**src/rtl/pwm_dbuf_pkg.sv**
```systemverilog
package pwm_dbuf_pkg;

    // Control nibble, MSB first: bit 3 reload, bit 2 flip, bit 1 manual, bit 0 run
    typedef struct packed {
        logic reload;
        logic flip;
        logic manual;
        logic run;
    } ctrl_t;

    localparam int CTRL_W = 4;

    function automatic ctrl_t decode_ctrl(input logic [CTRL_W-1:0] w);
        return ctrl_t'(w);
    endfunction

    // Working register set loaded from the buffers
    function automatic logic is_all_ones(input logic [63:0] v, input int w);
        logic r;
        r = 1'b1;
        for (int i = 0; i < w; i++) r &= v[i];
        return r;
    endfunction

endpackage

```
**src/rtl/pwm_dbuf_bufregs.sv**
```systemverilog
module pwm_dbuf_bufregs #(
    parameter int CNT_W = 16
) (
    input  logic             clk,
    input  logic             rst,
    input  logic             cnt_wr,
    input  logic             cmp_wr,
    input  logic [CNT_W-1:0] wr_data,
    output logic [CNT_W-1:0] cnt_buf,
    output logic [CNT_W-1:0] cmp_buf
);

    always_ff @(posedge clk) begin
        if (rst) begin
            cnt_buf <= '0;
            cmp_buf <= '0;
        end else begin
            if (cnt_wr) cnt_buf <= wr_data;
            if (cmp_wr) cmp_buf <= wr_data;
        end
    end

    AST_BUF_WRITE: assert property (@(posedge clk) disable iff (rst)
        cnt_wr |=> cnt_buf == $past(wr_data));

endmodule

```
**src/rtl/pwm_dbuf_counter.sv**
```systemverilog
module pwm_dbuf_counter
    import pwm_dbuf_pkg::*;
#(
    parameter int CNT_W = 16
) (
    input  logic             clk,
    input  logic             rst,
    input  ctrl_t            ctrl,
    input  logic             tick_en,
    input  logic [CNT_W-1:0] cnt_buf,
    input  logic [CNT_W-1:0] cmp_buf,
    output logic [CNT_W-1:0] cnt_q,
    output logic [CNT_W-1:0] cmp_q,
    output logic             active,
    output logic             period_end
);

    localparam logic [CNT_W-1:0] ONE = CNT_W'(1);

    logic halted_q;
    logic at_zero;

    assign active  = ctrl.run & ~ctrl.manual & ~halted_q;
    assign at_zero = (cnt_q == '0);

    always_ff @(posedge clk) begin
        if (rst) begin
            cnt_q      <= '0;
            cmp_q      <= '0;
            halted_q   <= 1'b0;
            period_end <= 1'b0;
        end else begin
            period_end <= 1'b0;
            if (ctrl.manual) begin
                cnt_q    <= cnt_buf;
                cmp_q    <= cmp_buf;
                halted_q <= 1'b0;
            end else if (!ctrl.run) begin
                halted_q <= 1'b0;
            end else if (!halted_q && tick_en) begin
                if (at_zero) begin
                    period_end <= 1'b1;
                    if (ctrl.reload) begin
                        cnt_q <= cnt_buf;
                        cmp_q <= cmp_buf;
                    end else begin
                        halted_q <= 1'b1;
                    end
                end else begin
                    cnt_q <= cnt_q - ONE;
                end
            end
        end
    end

    AST_MANUAL_LOAD: assert property (@(posedge clk) disable iff (rst)
        ctrl.manual |=> (cnt_q == $past(cnt_buf)) && (cmp_q == $past(cmp_buf)));

    AST_HOLD_NO_TICK: assert property (@(posedge clk) disable iff (rst)
        (!ctrl.manual && !tick_en) |=> $stable(cnt_q) && $stable(cmp_q));

    AST_PE_AFTER_ZERO: assert property (@(posedge clk) disable iff (rst)
        period_end |-> $past(active && tick_en && at_zero));

    AST_DECREMENT: assert property (@(posedge clk) disable iff (rst)
        (active && tick_en && !at_zero) |=> cnt_q == $past(cnt_q) - ONE);

    AST_HALT_STICKS: assert property (@(posedge clk) disable iff (rst)
        (halted_q && ctrl.run && !ctrl.manual) |=> !active && !period_end);

endmodule

```
**src/rtl/pwm_dbuf_outstage.sv**
```systemverilog
module pwm_dbuf_outstage #(
    parameter int CNT_W = 16
) (
    input  logic [CNT_W-1:0] cnt_q,
    input  logic [CNT_W-1:0] cmp_q,
    input  logic             active,
    input  logic             flip,
    output logic             pwm_out
);

    logic never_match;
    logic raw_lvl;

    assign never_match = &cmp_q;
    assign raw_lvl     = active & ~never_match & (cnt_q <= cmp_q);
    assign pwm_out     = raw_lvl ^ flip;

endmodule

```
**src/rtl/pwm_dbuf_channel.sv**
```systemverilog
module pwm_dbuf_channel
    import pwm_dbuf_pkg::*;
#(
    parameter int CNT_W = 16
) (
    input  logic             clk,
    input  logic             rst,
    input  logic [3:0]       ctrl_nib,
    input  logic             tick_en,
    input  logic             cnt_wr,
    input  logic             cmp_wr,
    input  logic [CNT_W-1:0] wr_data,
    output logic             pwm_out,
    output logic             period_end
);

    ctrl_t            ctrl;
    logic [CNT_W-1:0] cnt_buf, cmp_buf;
    logic [CNT_W-1:0] cnt_q, cmp_q;
    logic             active;

    assign ctrl = decode_ctrl(ctrl_nib);

    pwm_dbuf_bufregs #(.CNT_W(CNT_W)) u_buf (
        .clk(clk), .rst(rst), .cnt_wr(cnt_wr), .cmp_wr(cmp_wr),
        .wr_data(wr_data), .cnt_buf(cnt_buf), .cmp_buf(cmp_buf)
    );

    pwm_dbuf_counter #(.CNT_W(CNT_W)) u_cnt (
        .clk(clk), .rst(rst), .ctrl(ctrl), .tick_en(tick_en),
        .cnt_buf(cnt_buf), .cmp_buf(cmp_buf), .cnt_q(cnt_q), .cmp_q(cmp_q),
        .active(active), .period_end(period_end)
    );

    pwm_dbuf_outstage #(.CNT_W(CNT_W)) u_out (
        .cnt_q(cnt_q), .cmp_q(cmp_q), .active(active), .flip(ctrl.flip),
        .pwm_out(pwm_out)
    );

endmodule

```
**config.mk**
```make
export PLATFORM = sky130hd
export DESIGN_NAME = pwm_dbuf_channel
export DESIGN_NICKNAME = d
export VERILOG_FILES = /design/src/rtl/pwm_dbuf_pkg.sv /design/src/rtl/pwm_dbuf_bufregs.sv /design/src/rtl/pwm_dbuf_counter.sv /design/src/rtl/pwm_dbuf_outstage.sv /design/src/rtl/pwm_dbuf_channel.sv
export SDC_FILE = /design/constraint.sdc
export NUM_CORES = 1
export LEC_CHECK = 0
export BUFFER_PORTS_ARGS = -buffer_cell sky130_fd_sc_hd__clkbuf_2
export CAP_MARGIN = 20
export CORE_MARGIN = 8
export CORE_UTILIZATION = 28
export CTS_BUF_LIST = sky130_fd_sc_hd__clkbuf_16
export DETAILED_ROUTE_END_ITERATION = 8
export PLACE_DENSITY = 0.43
export SYNTH_ARGS = -nofsm -noshare
export SYNTH_HDL_FRONTEND = slang
export SYNTH_SLANG_ARGS = --single-unit
```
**constraint.sdc**
```tcl
create_clock -name clk -period 1.9 [get_ports clk]
set_input_delay 0.095 -clock clk [delete_from_list [all_inputs] [get_ports clk]]
set_output_delay 0.095 -clock clk [all_outputs]
set_load 0.02 [all_outputs]
```
==> Word-level counts from Yosys, hierarchy flattened <==
Cells that the tools add are included.
{ "op_classes": {"n_addsub": 1, "order_cmp": 1, "n_eq_ne": 1, "muxes": 11, "bitwise": 11, "n_reduce_logical": 13} }
{ "op_table": {"columns": ["op", "n"], "rows": [
  ["two-way mux 16 bit", 10],
  ["<= comparator 16 bit", 1],
  ["logical NOT 16 bit", 1],
  ["AND reduction 16 bit", 1],
  ["subtractor 16 x 1 -> 16 bit (second input constant)", 1],
  ["nonzero test 2 bit", 4],
  ["inverter 1 bit", 6],
  ["AND reduction 3 bit", 2],
  ["AND 1 bit", 4],
  ["AND reduction 4 bit", 1],
  ["OR reduction 4 bit", 1],
  ["!= test 3 bit (second input constant)", 1],
  ["OR reduction 3 bit", 1],
  ["logical AND 1 bit", 1],
  ["logical NOT 1 bit", 1],
  ["two-way mux 1 bit", 1],
  ["bitwise XOR 1 bit", 1]
]} }
{ "totals": {"ff_bits": 66, "in_bits": 25, "out_inout_bits": 2, "elab_cells": 44} }

==> Longest topological paths before layout <==
Gate-level depths: netlist (run 1).
{ "depth": {"word_depth": 6, "depth_mapped": 9, "mapped_depth_nobuf": 7} }

==> By module <==
A second synthesis (run 1) with hierarchy kept.
{ "unflattened": {"hier_cells": 390, "hier_area_um2": 3469.6} }
{ "by_module_without_submodules": {"columns": ["module", "instances", "cells_per_inst", "area_each_um2", "seq_area_each_um2"], "rows": [
  ["pwm_dbuf_counter", 1, 223, 1839.3, 680.7],
  ["pwm_dbuf_bufregs", 1, 103, 1157.4, 640.6],
  ["pwm_dbuf_outstage", 1, 64, 473.0, 0.0]
]} }

==> Worst setup path after synthesis (run 1) <==
No wires, ideal clock.
{ "synth_timing": {"kind": "register to output", "start": "register u_cnt.cnt_q[11]", "end": "output port pwm_out", "t_arrival_ns": 2.169, "required_ns": 1.805, "slack_ns": -0.364, "path_stages_with_launch": 7, "path_buffers": 0, "cell_sequence": "dfxtp_1 ha_1 nand4_1 nor2_1 a221oi_1 nand3_1 o311ai_0"} }
{ "synth_between": {"elab_chain_len": 3} }
{ "synth_lines": {"columns": ["element", "line", "source"], "rows": [
  ["start, declared", "pwm_dbuf_counter.sv:12", "output logic [CNT_W-1:0] cnt_q,"],
  ["start signal, assigned", "pwm_dbuf_counter.sv:35", "cnt_q <= cnt_buf;"],
  ["start signal, assigned", "pwm_dbuf_counter.sv:44", "cnt_q <= cnt_buf;"],
  ["start signal, assigned", "pwm_dbuf_counter.sv:50", "cnt_q <= cnt_q - ONE;"],
  ["<= comparator 16 bit", "pwm_dbuf_outstage.sv:15", "assign raw_lvl = active & ~never_match & (cnt_q <= cmp_q);"],
  ["AND 1 bit", "pwm_dbuf_outstage.sv:15", null],
  ["bitwise XOR 1 bit", "pwm_dbuf_outstage.sv:16", "assign pwm_out = raw_lvl ^ flip;"],
  ["end, declared", "pwm_dbuf_channel.sv:13", "output logic pwm_out,"]
]} }
No other way between the ends.

==> Worst setup path after layout (run 1) <==
{ "layout_timing": {"start": "register u_cnt.cmp_q[14]", "end": "output port pwm_out"} }
{ "layout_between": {"elab_chain_len": 5, "word_cells_on_any_way": 6, "classes_between": "1 x order compare; 4 x bitwise; 1 x reduce/logical"} }
{ "layout_lines": {"columns": ["element", "line", "source"], "rows": [
  ["start, declared", "pwm_dbuf_counter.sv:13", "output logic [CNT_W-1:0] cmp_q,"],
  ["start signal, assigned", "pwm_dbuf_counter.sv:36", "cmp_q <= cmp_buf;"],
  ["start signal, assigned", "pwm_dbuf_counter.sv:45", "cmp_q <= cmp_buf;"],
  ["parallel branches: the longest is 3 deep, another holds <= comparator 16 bit", null, null],
  ["AND 1 bit *", "pwm_dbuf_outstage.sv:15", null],
  ["bitwise XOR 1 bit *", "pwm_dbuf_outstage.sv:16", null]
]} }
Mark *: on every way between the ends.

==> results of run 1 <==
==> area by class of cell <==
cell class                      instances  area (um2)
Multi-Input combinational cell        287        2400
Tap cell                              168         210
Sequential cell                        66        1340
Clock buffer                            9         225
Inverter                               22        82.6
Clock inverter                          7        36.3
Fill cell                            1195        6890
Timing Repair Buffer                  101         881
==> worst max-delay path: stages, from the launching register on <==
cell and delay, ns:
dfxtp_2 0.33, inv_2 0.04, ha_4 0.26, nand4_1 0.17, or3_1 0.42, a21o_1 0.17, a31o_2 0.25, o311ai_4 0.09
clkbuf_8 0.20
==> through the flow <==
stage,cells,power [mW],setup WS [ns],TNS [ns]
after floorplan,396,2.60,0.00650,0
after global placement,630,3.22,-0.203,-1.23
after detailed placement,630,3.22,-0.168,-0.540
after CTS,656,4.94,-0.461,-3.29
after global routing,660,5.41,-0.560,-7.16
final,660,5.14,-0.476,-4.52
==> cells in the mapped netlist, types with 5 or more instances <==
master	number	share of area, %
ha_1	18	6.5
nand2_1	45	4.9
nor4_1	6	1.1
clkbuf_1	13	1.4
a2111oi_2	5	2.2
nor2_1	47	5.1
dfxtp_1	66	38
inv_1	22	2.4
a21oi_1	31	4.5
o21ai_0	8	1.1
nand4_1	11	2.0
nor2b_1	5	0.90
nor3_1	14	2.0
mux2i_1	40	11
==> power by group through the flow <==
stage               sequential, mW  clock, mW  combinational, mW
finish                        1.62       1.47               2.05
global route                  1.63       1.57               2.21
CTS                           1.61       1.51               1.83
detailed placement            1.62          0               1.60
global placement              1.62          0               1.61
floorplan                     1.64          0              0.963
==> metal layers <==
metal | share of wire, % | track usage, % | vias up
li1 | - | - | 1600
met1 | 47 | 17.0 | 1557
met2 | 47 | 20.8 | 55
met3 | 2.9 | 2.00 | 24
met4 | 2.7 | 6.72 | 0
met5 | 0 | 0 | -
==> how the worst max path moves through the flow <==
stage	slack, ns	end	depth (start not counted)
2_1_floorplan	0.007	u_cnt.cnt_q[14]	9
3_3_place_gp	-0.20	u_cnt.cnt_q[11]	8
3_5_place_dp	-0.17	pwm_out	8
4_1_cts	-0.46	pwm_out	8
5_1_grt	-0.56	pwm_out	8
6_report	-0.48	pwm_out	8
==> sequential cells by signal (all words and copies together), names as in the netlist <==
| name | flops |
|---|---|
| u_cnt.halted_q | 1 |
| u_buf.cnt_buf | 16 |
| u_buf.cmp_buf | 16 |
| u_cnt.cnt_q | 16 |
| u_cnt.cmp_q | 16 |
| u_cnt.period_end | 1 |
==> what timing repair did <==
action,4_1_cts,5_1_grt
cloned,5,0
hold buffers,0,0
setup buffers,5,6
resized for setup,41,85
setup endpoints to repair,27,33
pin swaps,14,45
==> placed cells by master, fill, tap and decap left out, types with 4 or more instances in the layout <==
master and n:
a21oi_2 17, buf_4 55, clkbuf_16 11, nand2_1 29, buf_12 5, nand2_2 7, nor2b_1 5, nand4_1 11
inv_1 15, nand2_4 9, clkbuf_2 25, a2111oi_2 4, nand3_1 4, dfxtp_2 14, inv_2 7, o21ai_0 6
ha_1 10, nor3_1 12, buf_6 11, mux2i_1 38, dfxtp_1 52, ha_4 8, a21oi_1 14, nand2b_1 4
nor2_1 43
==> cells by family (layout without fill, tap and decap cells) <==
group / Yosys count / in the layout / synth area share, %
fa+ha+maj: 18 / 18 / 6.47
mux: 40 / 40 / 11.5
compound gates: 73 / 73 / 15.5
buf+inv: 44 / 139 / 5.53
simple gates: 155 / 156 / 23.1
flops: 66 / 66 / 37.9
==> results.txt, run 1 <==
The detail route stage leaves a number of antenna-violating nets equal to 0. At the pin with the least slew margin, the transition time is 0.622 ns. For flop-to-flop paths, the worst setup slack is -0.20 ns. For the number of max-slew violations in the final report, the log shows 0. Combinational cells account for 40.0% of the total power. The core region is 12100 um2. The flow ran to the end, but the final reports show violations. For the HPWL after detailed placement, the log shows 7420 um. Via count of the first global-routing pass: 3131. For this block, the initial DRC count from the detailed router was 142.

For the switching power of the nets, the log shows 1.76 mW. TritonCTS built the clock tree. Of the cells placed in the final design, the portion with a size suffix greater than 1 is 43.7%. The tools report the final design utilization as 42.9%.

The worst hold path terminates at u_buf.cnt_buf[6]. The number of antenna diodes is 0. The maximum number of pins on one net before global-route repair is 29.

The critical path launch point type was a flop. Post-route minimum period: 2.38 ns. CTS built an H-tree with a depth of 3.

In this run the horizontal extent of the chip is 128 um. Net switching is 34.3% of the power. The checks that failed: negative setup slack. The tools report the top-level port count as 27. The tools report the clock tree root buffer cell as clkbuf_16.

Across the run, the number of max-cap violations was 0. Setup repair after global routing could not meet its margin everywhere. The later pin in the worst-skew pair is clocked with a latency of 0.33 ns.

The number of enable-type register cells in the synthesized netlist works out to 0. The global routing usage summed across all routing layers is 13.2%. Detailed routing inserted a total of 3236 vias. Routability-driven placement finished with a final weighted congestion of 0.800. The wire length of the first global-routing pass is 16500 um, and the total CTS buffers is 9. For this run, the post-layout net count is 530.

Across the routed clock network, the largest skew measured is 0.00596 ns. The run gives -0.476 ns as the least setup slack across all paths after layout. Measured against its own limit, the worst slew margin works out to 58.5%. The tools report the timing startpoint of the critical path as u_cnt.cmp_q[14]. The area growth from synthesis to final layout came out at 48.6%. The die is 128 um tall. Based on the critical path, the design can be clocked at up to 0.421 GHz.

Setup violations remaining at the end of the flow were counted as 32. Once layout is done, the placed cells without fillers occupy 5170 um2. By startpoint and endpoint, the worst setup path is classified as flop to output port. Source of the worst hold timing path: wr_data[6].

The clock sink total came out at 66. The internal power of the cells is 3.37 mW, and the final global-route overflow total is 0. The predominant post-synthesis flop cell is dfxtp_1.

Synthesis produced a netlist whose cell count is 396. The number of failing hold endpoints at the final stage came out at 0. Clock network power share: 28.6%. The startpoint identified for the worst register-to-register timing path is u_cnt.cnt_q[7].

The worst setup path is captured at an output port. Power spread over the standard cell area amounts to 993 nW/um2. The post-route DRC violation count is 0, and the average cell area after synthesis is 8.79 um2. The placed instances occupy a cell area of 4240 um2. Type of the worst min-delay path: input port to flop. VDD sags by at most 0.430 mV. The largest fanout on the critical path came out at 4.

The standard-cell row count is 40. Counting flops and latches in the post-synthesis netlist gives 66. The per-cell routed wire length was 16.4 um. Input and output buffers added on the ports amount to 26.

The tools report the endpoint of the most critical register-to-register path as u_cnt.cnt_q[11]. At the worst endpoint, the required time is 1.80 ns. The clock-pin slew reported for the worst setup and hold paths after clock tree synthesis was 0.05 ns. The clock passes through at most 2 buffers. The area of the mapped netlist is 3480 um2, and the detail-routed via count per cell is 4.90. The final critical-path share of the clock period was 125%. The initial core utilization is 28.9%, and the total nets after synthesis is 439. Sequential elements use 37.9% of the synthesized area.

Leakage power figure: 2.15 nW. On the final layout, the worst hold slack is 0.0195 ns. The initial antenna violation count was 0. For the area enclosed by the die boundary, the log shows 16300 um2.

Per report_power, the sequential group accounts for 31.5% of the total. The worst register-to-register path has a depth of 7. The share of synthesized flip-flops with an asynchronous set or reset is 0%. For this block, the routed nets add up to 10800 um of wire. The worst hold path was traced through 3 stages. The arrival time of data at the critical path endpoint came out at 2.28 ns. Number of optimization iterations in the first detailed-route pass: 4. Yosys printed 0 warnings. The number of different library cells used by synthesis comes to 51.
No activity file was read; power rests on OpenSTA's default activity.
==> run 2: changes to the inputs <==
- ABC_AREA: not set -> 1
==> run 2 against run 1 <==
The run still ends with negative setup slack left. Synthesized cell count is 26% higher. Critical path depth increased by 2. Maximum frequency up 21%. Register-to-register slack better by 0.38 ns. Global-route usage is 0.37 points lower. Critical path type unchanged. Clock-buffer cell count unchanged. Final cell count up 4.5%. Clock power grew 22%.
==> results.txt, run 2 <==
The final global-route overflow total is 0, and the highest clock frequency the design can meet is 0.510 GHz. The share of synthesized flip-flops with an asynchronous set or reset works out to 0%. TritonCTS built the clock tree. Clock sink total: 66.

The placed instances occupy a cell area of 3740 um2. The worst setup path is of the flop to output port kind. After routing the design area is 4280 um2. The total area inside the core boundary comes to 12000 um2. The clock tree root buffer cell was clkbuf_16. For this design the static power due to leakage is 1.86 nW.

The final reports fail on negative setup slack. The height of the die came out at 126 um. For this design the top-level I/O count stands at 27.

The tools report the setup violation total in the final timing report as 1. The total CTS buffers came out at 9. The number of max-cap violations is 0, and the insertion delay of the later-clocked pin in the worst-skew pair is 0.33 ns.

The share of the Yosys chip area taken by registers is 38.8%. Initial core utilization: 28.5%. Number of optimization iterations in the first detailed-route pass: 4.

The standard-cell row count is 40. The most common cell after layout, fill and taps aside was nand2_1. Worst setup slack before clock tree synthesis: 0.0846 ns. Global routing usage summed across all routing layers: 12.8%. By area the synthesized netlist is led by dfxtp_1 39%, nand2_1 10%, nor2_1 8.8%, a21oi_1 7.8%, o21ai_0 6.8%. The maximum number of pins on one net before global-route repair was 51; the flip-flop and latch count after synthesis was 66. The worst path uses 103% of the clock period.

The worst setup path is launched from a flop. The tools report the number of failing hold endpoints at the final stage as 0. The final setup skew came out at 0.00377 ns. The biggest area contributor in the post-synthesis netlist is dfxtp_1.

Routability-driven placement finished with a final weighted congestion of 0.821. In the synthesized netlist the dominant register cell turns out to be dfxtp_1. The number of enable-type register cells in the synthesized netlist was 0. The via count of the first global-routing pass was 3120. Type of the worst min-delay path: input port to flop.

The clock passes through at most 2 buffers. The least setup slack across all paths after layout is -0.0615 ns, and the fraction of layout cells with a size suffix above 1 is 21.9%. The HPWL after detailed placement is 7290 um. In the final routed layout, each cell accounts on average for 14.3 um. Summed over all layers, the routed wires come to 9860 um. Of all nets on the critical path, the largest fanout is 2. Setup repair after global routing could not meet its margin everywhere. The run gives 3410 um2 as the area of the mapped netlist. The transition time at the pin with the least slew margin was 0.512 ns. The tools report the maximum ir drop on the vdd rail as 0.423 mV. In the routed layout, each cell is associated on average with a via count of 4.68.

The run finished, with violations left. The arrival time of data at the critical path endpoint is 1.87 ns. The H-tree level count is 3. The number of filler instances in the final layout was 1279. The routed layout has 3230 vias.

The horizontal die dimension works out to 126 um. Average cell area after synthesis: 6.84 um2. Leading cell type by number of instances after synthesis: nand2_1. The tightest hold margin is 0.00927 ns, and the data required time of the critical path is 1.80 ns. The share of Yosys cell area claimed by the top area cell type works out to 38.8%.

For the count of synthesis-stage warnings from yosys, the log shows 0. Synthesis produced a netlist whose cell count is 498. The area growth from synthesis to final layout was 25.6%; the post-route minimum period was 1.96 ns. Clock-pin slew was measured on the worst setup and hold paths at 0.06 ns. The count of buffers added on input and output ports is 26.

Counting instances in the post-synthesis netlist gives the leading cell types as 93 x nand2_1, 80 x nor2_1, 66 x dfxtp_1. The final net count came out at 581. The floorplan step defined a die boundary enclosing 15900 um2. 0 antenna diodes ended up in the layout. The worst setup path is captured at an output port. Measured against its own limit, the worst slew margin works out to 65.8%.

For the initial antenna violation count, the log shows 0. In the layout the commonest cells are 89 x nand2_1, 79 x nor2_1, 51 x dfxtp_1. The number of nets with antenna violations after detailed routing is 0. For the number of distinct standard cells referenced by the synthesized netlist, the log shows 28. The area taken by flip-flops and latches is 1350 um2. When the netlist entered floorplanning its net count stood at 541.

After detailed routing, the number of remaining DRC violations is 0. The first global-routing pass estimated 16300 um of wire. Area used by multi-input combinational logic: 1920 um2. Dividing total power by cell area gives a power density of 1070 nW/um2. In this run, the number of DRC markers left after iteration 0 of detailed routing was 124. The tools report the number of max-slew violations in the final report as 0.
-- run 2: cell types whose count changed in the layout (fill, tap and decap cells not counted), sizes merged, moves of 5 or more --
cell	delta
nor4	-7
nor3	-11
mux2i	-40
nor2b	-5
nand2	+53
nand3	+26
buf	-52
o32ai	-5
a2111oi	-5
inv	+28
a21oi	+23
o21ai	+48
nor2	+37
-- run 2: cells by family after synthesis --
| family | after synthesis | synth area share, % |
|---|---|---|
| xor+xnor | 3 | 0.772 |
| fa+ha+maj | 18 | 6.61 |
| compound gates | 113 | 16.9 |
| simple gates | 228 | 28.3 |
| buf+inv | 70 | 8.63 |
| flops | 66 | 38.8 |
-- run 2: per-layer routing --
layer	GRT usage (%)	up-vias	wire, um
met3	2.93	15	454
met4	4.95	0	201
met5	0	-	0
met2	18.8	61	4110
li1	-	1708	-
met1	17.7	1446	5090
-- run 2: layout make-up --
type                            instances  area share (%)
Multi-Input combinational cell        362            45.0
Sequential cell                        66            31.5
Timing Repair Buffer                   48            7.34
Clock buffer                            9            5.27
Inverter                               51            4.48
Tap cell                              147            4.30
Clock inverter                          7            2.19
-- run 2: critical path, cell delays in order, from the launching register on --
cell and delay (ns):
dfxtp_2 0.33, inv_2 0.05, ha_4 0.26, nand4_1 0.15, nor3_4 0.25, nand3_1 0.10, nand2_1 0.09, nand2_1 0.05
nand2_1 0.07, nand2_2 0.06, buf_8 0.13
-- run 2: timing repair --
action	4_1_cts	5_1_grt
hold buffers	2	0
resized for setup	32	17
pin swaps	6	7
endpoints found under the hold margin	2	0
setup buffers	2	2
endpoints found under the setup margin	1	1
-- run 2: where the power goes --
part	leakage (nW)	switching, mW	total [mW]	internal [mW]
Sequential	0.552	0.117	1.63	1.52
Clock	0.153	0.649	1.80	1.15
Combinational	1.16	0.687	1.14	0.458
Total	1.86	1.45	4.57	3.12
-- run 2: stage by stage --
stage                     util (%)  cells  TNS (ns)  power, mW
final                         35.8    690   -0.0615       4.57
after global routing          35.8    690    -0.206       4.85
after CTS                     35.2    688    -0.105       4.56
after detailed placement      31.2    668         0       2.66
after global placement        31.2    668         0       2.65
after floorplan                  -    498         0       2.35
-- run 2: final timing paths --
check | startpoint | to | slack, ns | depth (start not counted)
max | u_cnt.cmp_q[9] | pwm_out | -0.06 | 10
min | wr_data[0] | u_buf.cmp_buf[0] | 0.009 | 3
min reg2reg | u_buf.cnt_buf[2] | u_buf.cnt_buf[2] | 0.46 | 2
max reg2reg | u_cnt.cnt_q[10] | u_cnt.cmp_q[12] | 0.18 | 10
